**src/rtl/bitlogic_pkg.sv**
```systemverilog
package bitlogic_pkg;

  typedef enum logic [2:0] {
    OP_BCHG = 3'd0,
    OP_BCLR = 3'd1,
    OP_BSET = 3'd2,
    OP_CLR  = 3'd3,
    OP_NOT  = 3'd4,
    OP_XOR  = 3'd5,
    OP_SWAP = 3'd6,
    OP_TEST = 3'd7
  } op_e;

  typedef enum logic [1:0] {
    SZ_BYTE = 2'd0,
    SZ_WORD = 2'd1,
    SZ_LONG = 2'd2,
    SZ_RSVD = 2'd3
  } size_e;

  function automatic logic is_bit_op(input op_e o);
    return (o == OP_BCHG) || (o == OP_BCLR) || (o == OP_BSET);
  endfunction

endpackage

```
**src/rtl/bitlogic_bitop.sv**
```systemverilog
module bitlogic_bitop
  import bitlogic_pkg::*;
#(
  parameter int DATA_W   = 32,
  parameter int BYTE_W   = 8,
  parameter int BITNUM_W = 8
) (
  input  op_e                 op,
  input  logic                is_long,
  input  logic [BITNUM_W-1:0] bitnum,
  input  logic [DATA_W-1:0]   dst,
  output logic [DATA_W-1:0]   res,
  output logic                old_bit
);
  localparam int LIDX_W = $clog2(DATA_W);
  localparam int BIDX_W = $clog2(BYTE_W);

  logic [LIDX_W-1:0] idx;
  logic [DATA_W-1:0] sel;
  logic              new_bit;
  logic              unused_bitnum_hi;

  assign unused_bitnum_hi = ^bitnum[BITNUM_W-1:LIDX_W];

  always_comb begin
    idx = '0;
    if (is_long) idx = bitnum[LIDX_W-1:0];
    else         idx[BIDX_W-1:0] = bitnum[BIDX_W-1:0];
  end

  assign sel     = {{(DATA_W-1){1'b0}}, 1'b1} << idx;
  assign old_bit = |(dst & sel);

  always_comb begin
    case (op)
      OP_BCLR: new_bit = 1'b0;
      OP_BSET: new_bit = 1'b1;
      default: new_bit = ~old_bit;
    endcase
  end

  for (genvar i = 0; i < DATA_W; i++) begin : g_bit
    assign res[i] = sel[i] ? new_bit : dst[i];
  end

endmodule

```
**src/rtl/bitlogic_logic.sv**
```systemverilog
module bitlogic_logic
  import bitlogic_pkg::*;
#(
  parameter int DATA_W = 32,
  parameter int BYTE_W = 8
) (
  input  op_e               op,
  input  size_e             size,
  input  logic [DATA_W-1:0] dst,
  input  logic [DATA_W-1:0] src,
  output logic [DATA_W-1:0] res,
  output logic              neg,
  output logic              zero
);
  localparam int WORD_W = DATA_W / 2;

  logic [DATA_W-1:0] mask;
  logic [DATA_W-1:0] raw;
  logic              is_swap;

  assign is_swap = (op == OP_SWAP);

  for (genvar i = 0; i < DATA_W; i++) begin : g_mask
    assign mask[i] = is_swap || (i < BYTE_W) || (size == SZ_LONG) ||
                     ((size == SZ_WORD) && (i < WORD_W));
  end

  always_comb begin
    case (op)
      OP_CLR:  raw = '0;
      OP_NOT:  raw = ~dst;
      OP_XOR:  raw = dst ^ src;
      OP_SWAP: raw = {dst[WORD_W-1:0], dst[DATA_W-1:WORD_W]};
      default: raw = dst;
    endcase
  end

  assign res  = (raw & mask) | (dst & ~mask);
  assign zero = ((res & mask) == '0);

  always_comb begin
    if (is_swap || size == SZ_LONG) neg = res[DATA_W-1];
    else if (size == SZ_WORD)       neg = res[WORD_W-1];
    else                            neg = res[BYTE_W-1];
  end

endmodule

```
**src/rtl/bitlogic_check.sv**
```systemverilog
module bitlogic_check
  import bitlogic_pkg::*;
(
  input  op_e   op,
  input  size_e size,
  input  logic  mem_dst,
  input  logic  addr_lsb,
  output logic  align_fault,
  output logic  size_fault
);
  logic reg_only;
  logic multi_byte;

  assign reg_only   = (op == OP_SWAP);
  assign multi_byte = (size == SZ_WORD) || (size == SZ_LONG);

  assign size_fault  = !reg_only &&
                       ((size == SZ_RSVD) || (is_bit_op(op) && size == SZ_WORD));
  assign align_fault = !reg_only && mem_dst && addr_lsb && multi_byte;

endmodule

```
**src/rtl/bitlogic_unit.sv**
```systemverilog
module bitlogic_unit
  import bitlogic_pkg::*;
#(
  parameter int DATA_W   = 32,
  parameter int BYTE_W   = 8,
  parameter int BITNUM_W = 8,
  parameter int ADDR_W   = 24
) (
  input  logic                clk,
  input  logic                rst,
  input  logic                in_valid,
  input  logic [2:0]          op,
  input  logic [1:0]          size,
  input  logic [BITNUM_W-1:0] bitnum,
  input  logic [DATA_W-1:0]   dst,
  input  logic [DATA_W-1:0]   src,
  input  logic                mem_dst,
  input  logic [ADDR_W-1:0]   addr,
  output logic                out_valid,
  output logic [DATA_W-1:0]   result,
  output logic                flag_n,
  output logic                flag_z,
  output logic                align_fault,
  output logic                size_fault
);
  op_e               op_c;
  size_e             size_c;
  logic [DATA_W-1:0] bit_res;
  logic [DATA_W-1:0] log_res;
  logic              bit_old;
  logic              log_n;
  logic              log_z;
  logic              af_c;
  logic              sf_c;
  logic              any_fault;
  logic              bit_path;
  logic              unused_addr_hi;

  assign op_c           = op_e'(op);
  assign size_c         = size_e'(size);
  assign unused_addr_hi = ^addr[ADDR_W-1:1];
  assign any_fault      = af_c || sf_c;
  assign bit_path       = is_bit_op(op_c);

  bitlogic_bitop #(
    .DATA_W(DATA_W), .BYTE_W(BYTE_W), .BITNUM_W(BITNUM_W)
  ) u_bitop (
    .op(op_c), .is_long(size_c == SZ_LONG), .bitnum(bitnum),
    .dst(dst), .res(bit_res), .old_bit(bit_old)
  );

  bitlogic_logic #(
    .DATA_W(DATA_W), .BYTE_W(BYTE_W)
  ) u_logic (
    .op(op_c), .size(size_c), .dst(dst), .src(src),
    .res(log_res), .neg(log_n), .zero(log_z)
  );

  bitlogic_check u_check (
    .op(op_c), .size(size_c), .mem_dst(mem_dst), .addr_lsb(addr[0]),
    .align_fault(af_c), .size_fault(sf_c)
  );

  always_ff @(posedge clk) begin
    if (rst) begin
      out_valid   <= 1'b0;
      result      <= '0;
      flag_n      <= 1'b0;
      flag_z      <= 1'b0;
      align_fault <= 1'b0;
      size_fault  <= 1'b0;
    end else begin
      out_valid   <= in_valid;
      align_fault <= in_valid && af_c;
      size_fault  <= in_valid && sf_c;
      if (in_valid) begin
        if (any_fault) begin
          result <= dst;
        end else if (bit_path) begin
          result <= bit_res;
          flag_z <= !bit_old;
        end else begin
          result <= log_res;
          flag_n <= log_n;
          flag_z <= log_z;
        end
      end
    end
  end

endmodule

```
**config.mk**
```make
export PLATFORM = sky130hd
export DESIGN_NAME = bitlogic_unit
export DESIGN_NICKNAME = d
export VERILOG_FILES = /design/src/rtl/bitlogic_pkg.sv /design/src/rtl/bitlogic_bitop.sv /design/src/rtl/bitlogic_logic.sv /design/src/rtl/bitlogic_check.sv /design/src/rtl/bitlogic_unit.sv
export SDC_FILE = /design/constraint.sdc
export NUM_CORES = 1
export LEC_CHECK = 0
export ABC_CLOCK_PERIOD_IN_PS = 2500
export CAP_MARGIN = 15
export CELL_PAD_IN_SITES_DETAIL_PLACEMENT = 1
export CELL_PAD_IN_SITES_GLOBAL_PLACEMENT = 2
export CORE_MARGIN = 10
export CORE_UTILIZATION = 36
export DETAILED_ROUTE_END_ITERATION = 6
export DONT_BUFFER_PORTS = 1
export PLACE_DENSITY_LB_ADDON = 0.1
export SYNTH_ARGS = -nofsm -noshare
export SYNTH_HDL_FRONTEND = slang
export SYNTH_HIERARCHICAL = 1
export SYNTH_SLANG_ARGS = --single-unit
```
**constraint.sdc**
```tcl
create_clock -name clk -period 2.5 [get_ports clk]
set_input_delay 0.125 -clock clk [delete_from_list [all_inputs] [get_ports clk]]
set_output_delay 0.125 -clock clk [all_outputs]
set_load 0.03 [all_outputs]
```
==> results by group, run 1 <==
Status
  • Status: finished, final reports clean

Synth
  • Mapped Area: 0.005164 mm^2
  • Post-Syn Instances: 721
  • Main combinational cell family by area after synthesis: compound AO/OA/AOI/OAI gates
  • Synth Area in Adders: 0.4846%
  • Warnings, synthesis: 6
  • Syn Nets: 828
  • Mux cell area share after synthesis: 4.822%
  • Async set-reset flop share out of synthesis: 0%
  • EDFF count, synth: 0
  • Synth Area in Simple Gates: 33.20%
  • Netlist cell types: 78
  • Post-synthesis sequential area ratio: 14.34%
  • Avg Inst Size Synth: 7.162 um^2
  • Top cell type's share of synthesized area: 14.34%
  • Post-synth top flop: dfxtp_1
  • Complex-gate fraction of the synthesized area: 35.86%
  • Cell taking the most area after synthesis: dfxtp_1
  • Top area cells in the synthesized netlist: dfxtp_1 14%, nand2_1 9.8%, a311oi_2 8.7%, o22ai_1 6.4%, nor2_1 6.3%
  • Post-Synth XOR/XNOR Area: 0.1696%
  • #FFs+latches synth: 37

STA
  • Setup WS post-layout: 0.3632 ns
  • RSZ-0062 raised after global routing: no
  • Slew Limit Fails: 0
  • Final hold vios: 0
  • Worst-Margin Slew: 0.7609 ns
  • Setup TNS: 0 ns
  • Period minus WS final: 2.137 ns
  • F_max: 468.0 MHz
  • Clock Skew: 0 ns
  • Slew margin rel.: 49.28%
  • Period utilisation layout: 85.47%
  • Final setup violation count: 0

Setup path
  • CP Capture Type: flop
  • Cell Chain, Critical Path: nor2b_1 > o21a_4 > nor2_8 > a2111oi_0 > and4b_1 > o311ai_4 > buf_12 > a31oi_1 > nand2_1 > a311oi_2
  • CP startpoint kind: input port
  • Critical setup path kind: in2reg
  • Req. time, crit path: 2.69 ns
  • Slowest cell delay on critical path: 0.46 ns
  • Crit path max-delay family: compound AO/OA/AOI/OAI gates
  • Buf/Inv on CP: 1
  • CP arrival: 2.33 ns
  • Slowest CP cell: a2111oi_0
  • Crit-path max FO: 32

Place
  • Placed Area: 0.005005 mm^2
  • Post-DP HPWL: 16170 um
  • Number of I/O port buffers: 0
  • Pre-CTS WS: 0.09337 ns
  • Routability cong.: 0.8861

Global route
  • Initial antenna violation count: 1
  • GRT busiest layer: met2
  • M1 GR Usage: 27.27%
  • First-pass GRT wire length: 33080 um
  • Met3 usage: 4.798%
  • Vias in the first global route: 5402
  • Grt total ovfl: 0
  • Pin count of the biggest net entering global routing: 100
  • Met2 Track Usage GR: 34.52%
  • GRT Util Overall: 21.23%

Power and ir drop
  • VDD IR max: 206.3 uV
  • Tot Pwr: 2228 uW
  • PD cells: 429.2 mW/mm^2
  • Pleak: 0.001776 uW

Floorplan
  • Core area: 0.01399 mm^2
  • IO Pins: 142
  • DIE WIDTH: 139.8 um
  • Rows: 43
  • Starting density of the core: 36.91%
  • Die area: 0.01953 mm^2
  • Die H: 139.8 um

Route
  • Per-cell routed wire length: 25.73 um
  • Vias post-DR: 5492
  • Vias per cell: 6.364
  • Post-route ant nets: 0
  • 1st-pass router iterations: 5
  • Initial drt markers: 377
  • DRC Markers: 0
  • Wirelength, routed: 22200 um

Clock network
  • Clock-pin slew on the worst setup and hold paths: 0.05 ns
  • CTS H-Tree Depth: 2
  • Clock latency on the worst-skew pair: 0.29 ns
  • Setup bufs post-CTS: 0
  • CTS tree: done
  • Cts bufs inserted: 5
  • CTS Sinks: 37
  • CTS max path bufs: 2
  • Root Buffer: clkbuf_16
  • PostCTS Resize Cnt: 0

Cells and area
  • Layout Nets: 789
  • Synthesis-to-finish area growth: 0.5089%
  • Ant diodes: 0
  • Final Cell Area: 0.005190 mm^2
  • Share of cells above drive strength 1: 14.35%

Run
  • Max-Cap Viols: 0

Hold path
  • HP Class: in2reg
-- repair_timing --
item                                    CTS  global route
endpoints found under the setup margin    0             0
endpoints found under the hold margin    35             0
hold buffers                              1             0
-- logic make-up after synthesis --
kind of cell,after synthesis
simple gates,348
fa+ha+maj,2
buf+inv,78
flops,37
mux,19
xor+xnor,1
compound gates,236
-- Yosys cell counts, types with 13 or more instances --
cell type    n
nand2_1    135
nor2_1      86
o22ai_1     53
dfxtp_1     37
o21ai_0     36
a311oi_2    30
nand2b_1    30
a31oi_1     29
a21oi_1     24
inv_1       17
nor2b_1     17
buf_2       16
buf_4       15
nor3_1      14
buf_6       13
-- cell usage in the layout (no fill, tap or decap), types with 17 or more instances in the layout --
cell      Yosys  final
nand2_1     135    135
nor2_1       86     86
o22ai_1      53     53
dfxtp_1      37     37
o21ai_0      36     36
nand2b_1     30     30
a311oi_2     30     30
a31oi_1      29     29
a21oi_1      24     24
nor2b_1      17     17
inv_1        17     17
-- worst paths after layout --
path	to	slack (ns)	start	cells past startpoint
setup / recovery	result[0]	0.36	size[1]	10
hold / removal	out_valid	0.03	in_valid	1
setup reg to reg	result[0]	1.46	result[0]	2
hold reg to reg	flag_z	0.70	flag_z	2
-- cell type report --
class                      instances  area, um^2
clock buffer                       7       152.6
tap                              180       225.2
fill                            1772        8798
inverter                          18       67.56
timing repair buffer              14       150.1
sequential                        37       740.7
clock inverter                     1       5.005
multi-input combinational        606        3849
-- stage by stage --
stage | util (%) | std cells | hold WS (ns)
final | 37.10 | 863 | 0.02532
after global routing | 37.10 | 863 | 0.03879
after CTS | 37.10 | 863 | 0.02406
after detailed placement | 35.78 | 854 | 0.2017
after global placement | 35.78 | 854 | 0.2014
after floorplan | - | 721 | 0.3370
-- flip-flops by register name, summed over array words and instances, names as in the netlist --
register / cells
flag_n: 1
align_fault: 1
out_valid: 1
flag_z: 1
size_fault: 1
result: 32
-- report_power, final --
group	switching [uW]	internal [uW]
combinational	433	323
sequential	143	643
clock	262	423
total	839	1390
-- layer usage --
| metal | wire, um | vias to the layer above |
|---|---|---|
| li1 | - | 2574 |
| met1 | 9857 | 2719 |
| met2 | 10340 | 169 |
| met3 | 1538 | 30 |
| met4 | 461 | 0 |
| met5 | 0 | - |
Power figures use the tool's default switching activity.
==> run 2, diff against run 1 <==
- ABC_CLOCK_PERIOD_IN_PS: 2500 -> 1900
- CORE_UTILIZATION: 36 -> 32
- clock period: 2.5 -> 1.9 ns (I/O delays scaled with it)
==> results by group, run 2 (same netlist as run 1, synthesis figures left out) <==
Global route
  • Initial antenna violation count: 0
  • Vias in the first global route: 5835
  • Pin count of the biggest net entering global routing: 100
  • GRT Util Overall: 21.41%
  • Grt total ovfl: 0
  • First-pass GRT wire length: 36470 um

Floorplan
  • Die H: 147.0 um
  • Core area: 0.01583 mm^2
  • DIE WIDTH: 147.0 um
  • IO Pins: 142
  • Rows: 46
  • Starting density of the core: 32.62%
  • Die area: 0.02162 mm^2

Hold path
  • HP Class: in2reg
  • Hold Crit Endpoint: result[3]
  • Worst hold path startpoint: in_valid
  • WHS Path Cells: 3

Setup path
  • Reg-to-reg endpoint: result[13]
  • Cell Chain, Critical Path: mux4_2 > or3b_1 > o31a_1 > and4b_2 > o311ai_4 > clkbuf_16 > a31oi_1 > nand2_1 > a311oi_2
  • Slowest cell delay on critical path: 0.46 ns
  • Worst reg2reg path depth: 2
  • Critical setup path kind: in2reg
  • Slowest CP cell: mux4_2
  • Crit-path max FO: 16
  • CP Capture Type: flop
  • Worst r2r src: result[13]
  • Flop-to-flop setup slack: 0.82 ns
  • CP arrival: 2.09 ns
  • CP startpoint kind: input port
  • Req. time, crit path: 2.10 ns

STA
  • Worst-Margin Slew: 0.8381 ns
  • F_max: 528.6 MHz
  • Clock Skew: 0 ns
  • Setup TNS: 0 ns
  • Period utilisation layout: 99.58%
  • Setup WS post-layout: 0.008034 ns
  • RSZ-0062 raised after global routing: yes
  • Final setup violation count: 0
  • Slew Limit Fails: 0
  • Final hold vios: 0
  • Period minus WS final: 1.892 ns
  • Slew margin rel.: 44.00%
  • WHS: 0.1024 ns

Status
  • Status: finished, final reports clean

Route
  • Per-cell routed wire length: 25.86 um
  • Initial drt markers: 435
  • Post-route ant nets: 0
  • DRC Markers: 0
  • Vias post-DR: 5690
  • WL met2: 11440 um
  • Top sig layer: met4
  • DR WL met3: 1674 um
  • Vias per cell: 6.008
  • Wirelength, routed: 24490 um
  • Met1 wire length: 10920 um
  • 1st-pass router iterations: 5

Cells and area
  • Ant diodes: 0
  • Register bank with the most flops: result
  • Final core utilization: 37.78%
  • Commonest non-fill, non-tap cell in the layout: nand2_1
  • Layout Nets: 838
  • Final Cell Area: 0.005979 mm^2
  • Most frequent cells in the layout: 130 x nand2_1, 86 x nor2_1, 53 x o22ai_1, 53 x buf_4, 37 x dfxtp_1
  • Synthesis-to-finish area growth: 15.80%
  • Register area: 740.7 um^2
  • Share of cells above drive strength 1: 24.35%
  • Fill cells: 1976
  • Multi-input logic area: 0.004156 mm^2
  • Max FFs per register: 32

Power and ir drop
  • Pleak: 0.002074 uW
  • PD cells: 525.6 mW/mm^2
  • VDD IR max: 269.3 uV

Clock network
  • CTS tree: done
  • CTS Sinks: 37
  • Cts bufs inserted: 5
  • Root Buffer: clkbuf_16
  • Clock-pin slew on the worst setup and hold paths: 0.06 ns
  • CTS max path bufs: 2
  • Clock latency on the worst-skew pair: 0.28 ns
  • CTS H-Tree Depth: 2

Place
  • Number of I/O port buffers: 0
  • Placed Area: 0.005401 mm^2
  • Routability cong.: 0.8970
  • Post-DP HPWL: 17870 um
  • Pre-CTS WS: -0.2825 ns

Run
  • Max-Cap Viols: 0
-- run 2: cell types whose count changed in the layout (fill, tap and decap cells not counted), moves of 3 or more --
cell	previous run	this run
a31oi_1	29	12
a311oi_2	30	33
a31oi_2	6	11
nand2_1	135	130
clkbuf_16	5	8
buf_4	11	53
a311oi_1	7	4
a31oi_4	0	12
nand2_2	1	6
-- run 2: cell type report --
class                   instances  area share (%)
repair buffers                 63           10.06
flip-flops and latches         37           12.39
inverters                      18           1.130
multi-input cells             606           69.51
clock buffers                   7           2.385
well taps                     216           4.520
-- run 2: how the worst max path moves through the flow --
stage	from	slack, ns	to	depth (start not counted)
5_1_grt	bitnum[0]	-0.05	result[3]	9
4_1_cts	size[1]	0.02	result[15]	11
2_1_floorplan	size[1]	-0.1	result[10]	12
3_3_place_gp	size[1]	-0.21	result[15]	10
6_report	bitnum[0]	0.008	result[20]	9
3_5_place_dp	size[1]	-0.28	result[15]	10
-- run 2: layer usage --
metal  vias to the layer above  global-route usage [%]
li1                       2670                       -
met1                      2819                   27.67
met2                       170                   34.24
met3                        31                   5.651
met4                         0                   6.145
met5                         -                       0
-- run 2: critical path, delay by kind of cell --
family / cells / cell delay (ns)
compound gates: 4 / 0.76
mux: 1 / 0.46
buf+inv: 1 / 0.25
simple gates: 3 / 0.52
-- run 2: timing repair --
item / in CTS / in global routing
setup endpoints to repair: 1 / 33
pin swaps: 0 / 43
hold endpoints to repair: 35 / 0
setup buffers: 0 / 3
hold buffers: 2 / 0
gates resized for setup: 1 / 45
cloned: 0 / 3
-- run 2: per-stage QoR --
stage	power (uW)	instances
after floorplan	1947	721
after global placement	2114	932
after detailed placement	2144	932
after CTS	3020	941
after global routing	3295	947
final	3143	947
-- run 2: report_power, final --
part	leakage (uW)	switching [uW]	total (uW)	internal, uW
Clock	0.0000700	324	839	516
Combinational	0.00170	678	1270	591
Sequential	0.000307	189	1040	847
Total	0.00207	1190	3140	1950
==> run 3, diff against run 2 <==
- CORE_MARGIN: 10 -> 2
==> results by group, run 3 (same netlist as run 1, synthesis figures left out) <==
STA
  • Final setup violation count: 0
  • Period minus WS final: 1.889 ns
  • Slew Limit Fails: 0
  • F_max: 529.4 MHz
  • Slew margin rel.: 41.77%
  • Setup TNS: 0 ns
  • RSZ-0062 raised after global routing: yes
  • Final hold vios: 0
  • Worst-Margin Slew: 0.8714 ns
  • Clock Skew: 0 ns
  • Setup WS post-layout: 0.01108 ns
  • Period utilisation layout: 99.42%

Setup path
  • CP startpoint kind: input port
  • CP Capture Type: flop
  • Req. time, crit path: 2.11 ns
  • Critical setup path kind: in2reg
  • Crit-path max FO: 8
  • CP arrival: 2.09 ns
  • Flop-to-flop setup slack: 0.83 ns

Cells and area
  • Final core utilization: 38.00%
  • Synthesis-to-finish area growth: 16.48%
  • Share of cells above drive strength 1: 24.56%
  • Layout Nets: 843
  • Fill cells: 1970
  • Most frequent cells in the layout: 132 x nand2_1, 86 x nor2_1, 58 x buf_4
  • Ant diodes: 0
  • Final Cell Area: 0.006015 mm^2
  • Commonest non-fill, non-tap cell in the layout: nand2_1
  • Register bank with the most flops: result
  • Max FFs per register: 32

Clock network
  • Clock latency on the worst-skew pair: 0.29 ns
  • CTS H-Tree Depth: 2
  • CTS Sinks: 37
  • CTS tree: done
  • CTS max path bufs: 2
  • Clock-pin slew on the worst setup and hold paths: 0.06 ns
  • Cts bufs inserted: 5
  • Root Buffer: clkbuf_16

Route
  • Wirelength, routed: 23850 um
  • DRC Markers: 0
  • Vias post-DR: 5675
  • Post-route ant nets: 0
  • 1st-pass router iterations: 5
  • Initial drt markers: 421
  • Vias per cell: 5.955
  • Per-cell routed wire length: 25.03 um

Floorplan
  • Starting density of the core: 32.62%
  • DIE WIDTH: 131.0 um
  • Core area: 0.01583 mm^2
  • Die H: 131.0 um
  • Rows: 46
  • Die area: 0.01717 mm^2
  • IO Pins: 142

Place
  • Pre-CTS WS: -0.2431 ns
  • Number of I/O port buffers: 0
  • Placed Area: 0.005454 mm^2
  • Routability cong.: 0.8882
  • Post-DP HPWL: 17040 um

Global route
  • Grt total ovfl: 0
  • Initial antenna violation count: 0
  • GRT Util Overall: 27.01%
  • Pin count of the biggest net entering global routing: 100
  • Vias in the first global route: 5610
  • First-pass GRT wire length: 34510 um

Power and ir drop
  • VDD IR max: 307.9 uV
  • PD cells: 568.7 mW/mm^2
  • Pleak: 0.002119 uW
  • Tot Pwr: 3421 uW

Run
  • Max-Cap Viols: 0

Status
  • Status: finished, final reports clean

Hold path
  • HP Class: in2reg
-- run 3: changes by cell type in the layout (fill, tap and decap cells not counted), moves of 2 or more --
cell       delta
a31oi_2       -2
a31oi_4       -4
a311oi_1      -2
buf_4         +5
a31oi_1       +6
a311oi_2      +2
a211oi_2      +2
bufinv_16     +2
nand2_2       -2
nand2_1       +2
-- run 3: critical path, cell delays in order --
cell       delay, ns
nor2b_4         0.12
buf_6           0.12
o21a_4          0.17
buf_4           0.18
a21oi_2         0.06
a211oi_4        0.30
o311ai_4        0.28
clkbuf_16       0.24
a31oi_1         0.14
nand2_1         0.09
a311oi_2        0.27
-- run 3: cell type report --
| class | count | area, um^2 | share of cell area, % |
|---|---|---|---|
| Inverter | 18 | 67.56 | 1.123 |
| Clock inverter | 3 | 65.06 | 1.082 |
| Clock buffer | 5 | 125.1 | 2.080 |
| Tap cell | 216 | 270.3 | 4.493 |
| Multi-Input combinational cell | 606 | 4106 | 68.28 |
| Sequential cell | 37 | 740.7 | 12.32 |
| Timing Repair Buffer | 68 | 639.4 | 10.63 |
-- run 3: path summary, 6_finish.rpt --
check	endpoint	startpoint	depth (start not counted)
setup / recovery	result[12]	size[1]	11
hold / removal	result[14]	in_valid	2
setup reg to reg	result[20]	result[20]	2
hold reg to reg	flag_z	flag_z	2
-- run 3: report_power, final --
part	internal [uW]	total (uW)	switching (uW)
Sequential	846	1030	186
Combinational	596	1270	673
Clock	751	1120	369
-- run 3: repair_timing --
action | in CTS | in global routing
resized for setup | 0 | 39
hold endpoints to repair | 35 | 0
hold buffers | 2 | 0
buffers inserted | 0 | 1
endpoints found under the setup margin | 0 | 32
-- run 3: metal layers --
metal,wire length [um],track usage (%),part of all wire (%),vias up
met4,301,4.819,1.3,0
li1,-,-,-,2674
met1,10660,36.59,45,2805
met2,11280,45.50,47,174
met5,0,0,0,-
met3,1605,4.642,6.7,22
-- run 3: stage by stage --
stage,cells,hold WS [ns]
floorplan,721,0.3035
global placement,939,0.1703
detailed placement,939,0.1717
CTS,949,0.06032
global route,953,0.08446
finish,953,0.05615
